--- src/rtl/heartbeat_pkg.sv ---
package heartbeat_pkg;

  typedef enum logic [1:0] {
    HB_IDLE  = 2'd0,
    HB_WAIT  = 2'd1,
    HB_BURST = 2'd2
  } hbState_t;

  // strobes from control to datapath
  typedef struct packed {
    logic cntClear;   // restart the phase counter at zero
    logic cntEnable;  // advance the phase counter
    logic selWindow;  // compare against the window length instead of the delay
  } hbStrobes_t;

endpackage

--- src/rtl/hb_datapath.sv ---
module hb_datapath
  import heartbeat_pkg::*;
#(
  parameter int TONE_DIV      = 10,
  parameter int DELAY_CYCLES  = 110000,
  parameter int WINDOW_CYCLES = 100000
) (
  input  logic       clk,
  input  logic       rstN,
  input  hbStrobes_t strobes,
  input  logic       collisionReq,
  input  logic       jabberReq,
  input  logic       hbActive,
  output logic       cntLast,
  output logic       collisionOut
);

  localparam int MAX_CNT = (DELAY_CYCLES > WINDOW_CYCLES) ? DELAY_CYCLES : WINDOW_CYCLES;
  localparam int CNT_W   = $clog2(MAX_CNT + 1);
  localparam int TONE_W  = (TONE_DIV > 1) ? $clog2(TONE_DIV) : 1;
  localparam int HALF    = TONE_DIV / 2;

  logic [CNT_W-1:0]  phaseCnt;
  logic [CNT_W-1:0]  limitSel;
  logic [TONE_W-1:0] toneCnt;
  logic              toneLevel;
  logic              gateOn;

  // phase counter shared by the delay and the window
  assign limitSel = strobes.selWindow ? CNT_W'(WINDOW_CYCLES - 1) : CNT_W'(DELAY_CYCLES - 1);
  assign cntLast  = (phaseCnt == limitSel);

  always_ff @(posedge clk or negedge rstN) begin
    if (!rstN) begin
      phaseCnt <= '0;
    end else if (strobes.cntClear) begin
      phaseCnt <= '0;
    end else if (strobes.cntEnable) begin
      phaseCnt <= phaseCnt + 1'b1;
    end
  end

  // free-running tone divider
  always_ff @(posedge clk or negedge rstN) begin
    if (!rstN) begin
      toneCnt <= '0;
    end else if (toneCnt == TONE_W'(TONE_DIV - 1)) begin
      toneCnt <= '0;
    end else begin
      toneCnt <= toneCnt + 1'b1;
    end
  end

  assign toneLevel    = (toneCnt < TONE_W'(HALF));
  assign gateOn       = collisionReq | jabberReq | hbActive;
  assign collisionOut = gateOn & toneLevel;

  AST_CNT_BOUND: assert property (@(posedge clk) disable iff (!rstN)
    strobes.cntEnable |-> (phaseCnt < limitSel));

  AST_OUT_QUIET: assert property (@(posedge clk) disable iff (!rstN)
    !(collisionReq || jabberReq || hbActive) |-> !collisionOut);

endmodule

--- src/rtl/hb_ctrl.sv ---
module hb_ctrl
  import heartbeat_pkg::*;
(
  input  logic       clk,
  input  logic       rstN,
  input  logic       txActive,
  input  logic       hbEnable,
  input  logic       cntLast,
  output hbStrobes_t strobes,
  output logic       hbActive
);

  hbState_t state, stateNext;
  logic     txPrev;
  logic     txFall;

  assign txFall = txPrev & ~txActive;

  always_ff @(posedge clk or negedge rstN) begin
    if (!rstN) begin
      state  <= HB_IDLE;
      txPrev <= 1'b0;
    end else begin
      state  <= stateNext;
      txPrev <= txActive;
    end
  end

  always_comb begin
    stateNext         = state;
    strobes.cntClear  = 1'b0;
    strobes.cntEnable = 1'b0;
    strobes.selWindow = (state == HB_BURST);
    unique case (state)
      HB_IDLE: begin
        if (txFall && hbEnable) begin
          stateNext        = HB_WAIT;
          strobes.cntClear = 1'b1;
        end
      end
      HB_WAIT: begin
        if (txActive) begin
          stateNext = HB_IDLE;
        end else if (cntLast) begin
          stateNext        = HB_BURST;
          strobes.cntClear = 1'b1;
        end else begin
          strobes.cntEnable = 1'b1;
        end
      end
      HB_BURST: begin
        if (txActive || cntLast) begin
          stateNext = HB_IDLE;
        end else begin
          strobes.cntEnable = 1'b1;
        end
      end
      default: stateNext = HB_IDLE;
    endcase
  end

  assign hbActive = (state == HB_BURST);

  AST_CANCEL_ON_TX: assert property (@(posedge clk) disable iff (!rstN)
    (txActive && state != HB_IDLE) |=> (state == HB_IDLE));

  AST_NO_START_DISABLED: assert property (@(posedge clk) disable iff (!rstN)
    (state == HB_IDLE && txFall && !hbEnable) |=> (state == HB_IDLE));

  AST_BURST_AFTER_WAIT: assert property (@(posedge clk) disable iff (!rstN)
    $rose(state == HB_BURST) |-> ($past(state) == HB_WAIT));

  AST_WAIT_FROM_FALL: assert property (@(posedge clk) disable iff (!rstN)
    $rose(state == HB_WAIT) |-> $past(txFall && hbEnable));

endmodule

--- src/rtl/collision_heartbeat.sv ---
module collision_heartbeat
  import heartbeat_pkg::*;
#(
  parameter int TONE_DIV      = 10,
  parameter int DELAY_CYCLES  = 110000,
  parameter int WINDOW_CYCLES = 100000
) (
  input  logic clk,
  input  logic rstN,
  input  logic txActive,
  input  logic hbEnable,
  input  logic collisionReq,
  input  logic jabberReq,
  output logic collisionOut,
  output logic hbActive
);

  hbStrobes_t strobes;
  logic       cntLast;

  hb_ctrl u_ctrl (
    .clk      (clk),
    .rstN     (rstN),
    .txActive (txActive),
    .hbEnable (hbEnable),
    .cntLast  (cntLast),
    .strobes  (strobes),
    .hbActive (hbActive)
  );

  hb_datapath #(
    .TONE_DIV      (TONE_DIV),
    .DELAY_CYCLES  (DELAY_CYCLES),
    .WINDOW_CYCLES (WINDOW_CYCLES)
  ) u_dp (
    .clk          (clk),
    .rstN         (rstN),
    .strobes      (strobes),
    .collisionReq (collisionReq),
    .jabberReq    (jabberReq),
    .hbActive     (hbActive),
    .cntLast      (cntLast),
    .collisionOut (collisionOut)
  );

endmodule

--- config.mk ---
export PLATFORM = sky130hd
export DESIGN_NAME = collision_heartbeat
export DESIGN_NICKNAME = d
export VERILOG_FILES = /design/src/rtl/heartbeat_pkg.sv /design/src/rtl/hb_datapath.sv /design/src/rtl/hb_ctrl.sv /design/src/rtl/collision_heartbeat.sv
export SDC_FILE = /design/constraint.sdc
export NUM_CORES = 1
export LEC_CHECK = 0
export BUFFER_PORTS_ARGS = -buffer_cell sky130_fd_sc_hd__buf_2
export CAP_MARGIN = 10
export CORE_ASPECT_RATIO = 0.7
export CORE_MARGIN = 4
export CORE_UTILIZATION = 59
export CTS_BUF_LIST = sky130_fd_sc_hd__clkbuf_8 sky130_fd_sc_hd__clkbuf_16
export CTS_CLUSTER_SIZE = 16
export DETAILED_ROUTE_END_ITERATION = 10
export GPL_ROUTABILITY_DRIVEN = 0
export PLACE_DENSITY = 0.77
export SYNTH_ARGS = -nofsm -noshare
export SYNTH_HDL_FRONTEND = slang
export SYNTH_SLANG_ARGS = --single-unit
--- constraint.sdc ---
create_clock -name clk -period 2 [get_ports clk]
set_input_delay 0.3 -clock clk [delete_from_list [all_inputs] [get_ports clk]]
set_output_delay 0.3 -clock clk [all_outputs]
set_load 0.005 [all_outputs]
==> metrics list <==
- Yosys mapped the design onto 38 distinct sky130hd cell types.
* DIE WIDTH: approximately 67 microns
- For this run, the total global-route usage over all layers was measured as 0.216.
- Die Y-Extent: slightly below 50 microns
- Clk Tree Root Cell: sky130_fd_sc_hd__clkbuf_8
- The library cell used most frequently in the layout, excluding fill and tap cells, is sky130_fd_sc_hd__dfrtp_1.
- Global route total overflow: 0
- The clock period could shrink to about 1900 ps.
- The HPWL after detailed placement is roughly 2300 microns.
- Final hold viol count: 1
- Vias in the first global route: about 1.2k
* Sequential Power Share: 0.514
- The detail route stage leaves a number of antenna-violating nets equal to 0.
- Of the total power, the share spent switching nets is 0.295.
- Counting every net in the synthesized netlist gives between 150 and 200.
- Once placement finished, the instance area stood at 1520 sq um.
- CTS sink count: 24
- Setup violations remaining at the end of the flow were counted as 0.
* Clock tree from TritonCTS: built
* Antenna violations before repair: 0
- Total wirelength of the detailed-routed design: between 3000 and 4000 microns
- Critical path class: flop to flop
* Clock-pin slew of the registers on the worst-case setup and hold paths: ~80 ps
* Total number of H-tree levels: 1
- Number of cells after detailed placement: roughly 190
* Count of max-cap constraint violations: 0
- Final non-filler cell area: around 1600 sq um
- Setup repair after global routing left no endpoint under its margin.
* Most used DFF post-synth: sky130_fd_sc_hd__dfrtp_1
* Avg Synthesized Cell Area: about 9.5 sq um
- Number of detailed-route iterations in the first pass: 4
- Commonest non-fill, non-tap cells in the layout: sky130_fd_sc_hd__dfrtp_1 (24), sky130_fd_sc_hd__a21oi_1 (18), sky130_fd_sc_hd__o21ai_0 (13), sky130_fd_sc_hd__nand2_1 (11), sky130_fd_sc_hd__nand4_1 (8)
- Setup slack closes at between 80 and 90 ps.
- Port buffer count: 7
- Max Buffers Root-to-Sink: 2
- Mean number of vias per cell: ~6.3
- For this block, the via count after detailed routing is roughly 1.2k.
- Core outline area: 2220 sq um
* Cell-internal power: between 700 and 800 uW
- Sw power: between 300 and 400 uW
* Element type at the critical path start: flop
* Slew at the pin closest to its max-slew limit: about 540 ps
- Class of the worst hold path: input pin to asynchronous set/reset pin
- Upper clock frequency limit: around 520 MHz
- Of the cells placed in the final design, the portion with a size suffix greater than 1 is 0.204.
- The floorplan has 14 rows.
- First-pass GRT wire length: approximately 5400 microns
- Fin crit share: 0.959
* Max-slew violations: 0
- In this run, the number of DRC markers left after iteration 0 of detailed routing was slightly above 90.
* Req. time, crit path: 2200 ps
- Kind of end point of the critical path: flop
- During synthesis, Yosys emitted a total of 0 warnings.
* Netlist area before placement: roughly 1400 sq um
- Final non-filler cell total: approximately 190
- Number of top-level pins: 8
- Number of buffers added by the clock tree synthesis step: 3
* ANT cells: 0
- The clock reaches the later pin of the worst-skew pair after between 200 and 300 ps.
- Full die area: around 3300 sq um
- After detailed routing, the average wire length per cell comes to around 16 microns.
* Peak ir drop on the vdd network: between 0.6 and 0.7 mV
- Pre-CTS setup slack: -77.3 ps
- Clock Power Share: 0.273
- Of the synthesized area, sequential elements account for 0.423.
- Arrival time at the worst endpoint: between 2000 and 2500 ps
* Violations in the final reports: hold timing
- Total DRC errors in the routed layout: 0
* EDFF count, synth: 0
- Peak fanout along the critical path: 8
- The synthesized design contains 24 register bits.
* Reported leakage power: between 0.6 and 0.7 nW
- Cell count after synthesis: 150
* Area growth from synthesis to layout: 11.7%
- Final clock skew: between 6 and 7 ps
* CTS Hold Buffers Added: 0
- Power density over cell area: between 600 and 700 nW/um^2
- The flow ran to the end, but the final reports show violations.
* Tightest slew margin relative to the limit: 0.641
- Share of total power in combinational logic: 0.213
- On the final layout, the worst hold slack is -0.00888 ps.
- Proportion of register bits with asynchronous set or reset after synthesis: 1.00
- Starting density of the core: 0.638
- Pin count of the biggest net entering global routing: 25
- In the final design database the tool counted between 150 and 200 nets.
-- critical path, cell delays in order (launching register included) --
cell and delay (ps):
sky130_fd_sc_hd__dfrtp_1 400, sky130_fd_sc_hd__inv_2 100, sky130_fd_sc_hd__ha_4 170, sky130_fd_sc_hd__nor4_1 80
sky130_fd_sc_hd__o21a_2 260, sky130_fd_sc_hd__buf_4 160, sky130_fd_sc_hd__or4_1 530, sky130_fd_sc_hd__a21oi_2 160
-- cell usage after synthesis (all sizes together) (2+ instances only) --
| library cell | number | area share |
|---|---|---|
| o31ai | 7 | 0.037 |
| o21ai | 14 | 0.052 |
| nand4 | 8 | 0.035 |
| and4 | 2 | 0.012 |
| or3 | 7 | 0.032 |
| a21oi | 20 | 0.078 |
| xor2 | 2 | 0.012 |
| nand3b | 2 | 0.011 |
| nand3 | 6 | 0.021 |
| and3 | 3 | 0.014 |
| or4 | 6 | 0.032 |
| nor3 | 3 | 0.014 |
| nor2 | 6 | 0.016 |
| dfrtp | 24 | 0.42 |
| nand2 | 11 | 0.029 |
| ha | 4 | 0.035 |
| nor4 | 2 | 0.013 |
| inv | 5 | 0.013 |
| buf | 6 | 0.039 |
-- flip-flops by register name, summed over array words and instances (netlist names) --
register       cells
u_ctrl.state       2
u_dp.phaseCnt     17
u_ctrl.txPrev      1
u_dp.toneCnt       4
-- power by group through the flow --
stage          Sequential, mW  Combinational, mW  Clock (mW)
4_1_cts                 0.535              0.220       0.295
3_5_place_dp            0.545              0.212           0
5_1_grt                 0.542              0.253       0.314
6_report                0.539              0.224       0.286
2_1_floorplan           0.540              0.138           0
3_3_place_gp            0.542              0.197           0
-- layout make-up --
| cell class | count | area [sq um] |
|---|---|---|
| Multi-Input combinational cell | 115 | 764 |
| Inverter | 5 | 18.8 |
| Timing Repair Buffer | 15 | 120 |
| Fill cell | 183 | 639 |
| Clock buffer | 3 | 41.3 |
| Tap cell | 32 | 40.0 |
| Sequential cell | 24 | 601 |
-- cells by family (layout without fill, tap and decap cells) --
kind of cell,Yosys count,in the layout,synth area share
multiplexers,2,2,0.0150
adder cells (fa/ha/maj),4,4,0.0353
XOR/XNOR,3,3,0.0185
AO/OA/AOI/OAI,47,47,0.208
AND/OR/NAND/NOR,59,59,0.248
buffers and inverters,11,23,0.0520
flip-flops,24,24,0.423
-- timing repair --
item	in CTS	in global routing
buffers inserted	0	0
hold endpoints to repair	0	0
resized for setup	3	3
endpoints found under the setup margin	7	6
-- layer usage --
metal / up-vias / wire (microns) / GRT usage
met2: 42 / 1530 / 0.337
met3: 4 / 186 / 0.0622
li1: 590 / - / -
met5: - / 0 / 0
met1: 592 / 1390 / 0.280
met4: 0 / 35 / 0.0845
-- metrics by stage --
step	utilization	setup TNS, ps	total power, mW
6_report	0.713	0	1.05
5_1_grt	0.713	0	1.11
4_1_cts	0.710	0	1.05
3_5_place_dp	0.685	-170	0.758
3_3_place_gp	0.685	0	0.739
2_1_floorplan	-	0	0.677
-- worst paths after layout --
path,startpoint,to,slack (ps),depth (start not counted)
max,u_ctrl.state[0],u_dp.phaseCnt[3],80,7
min,rstN,u_dp.phaseCnt[6],-0.009,1
max reg2reg,u_ctrl.state[0],u_dp.phaseCnt[3],80,7
min reg2reg,u_dp.toneCnt[0],u_dp.toneCnt[0],520,1
max in group asynchronous,rstN,u_dp.phaseCnt[3],1640,1
min in group clk,txActive,u_ctrl.txPrev,220,1
Power figures use the tool's default switching activity.
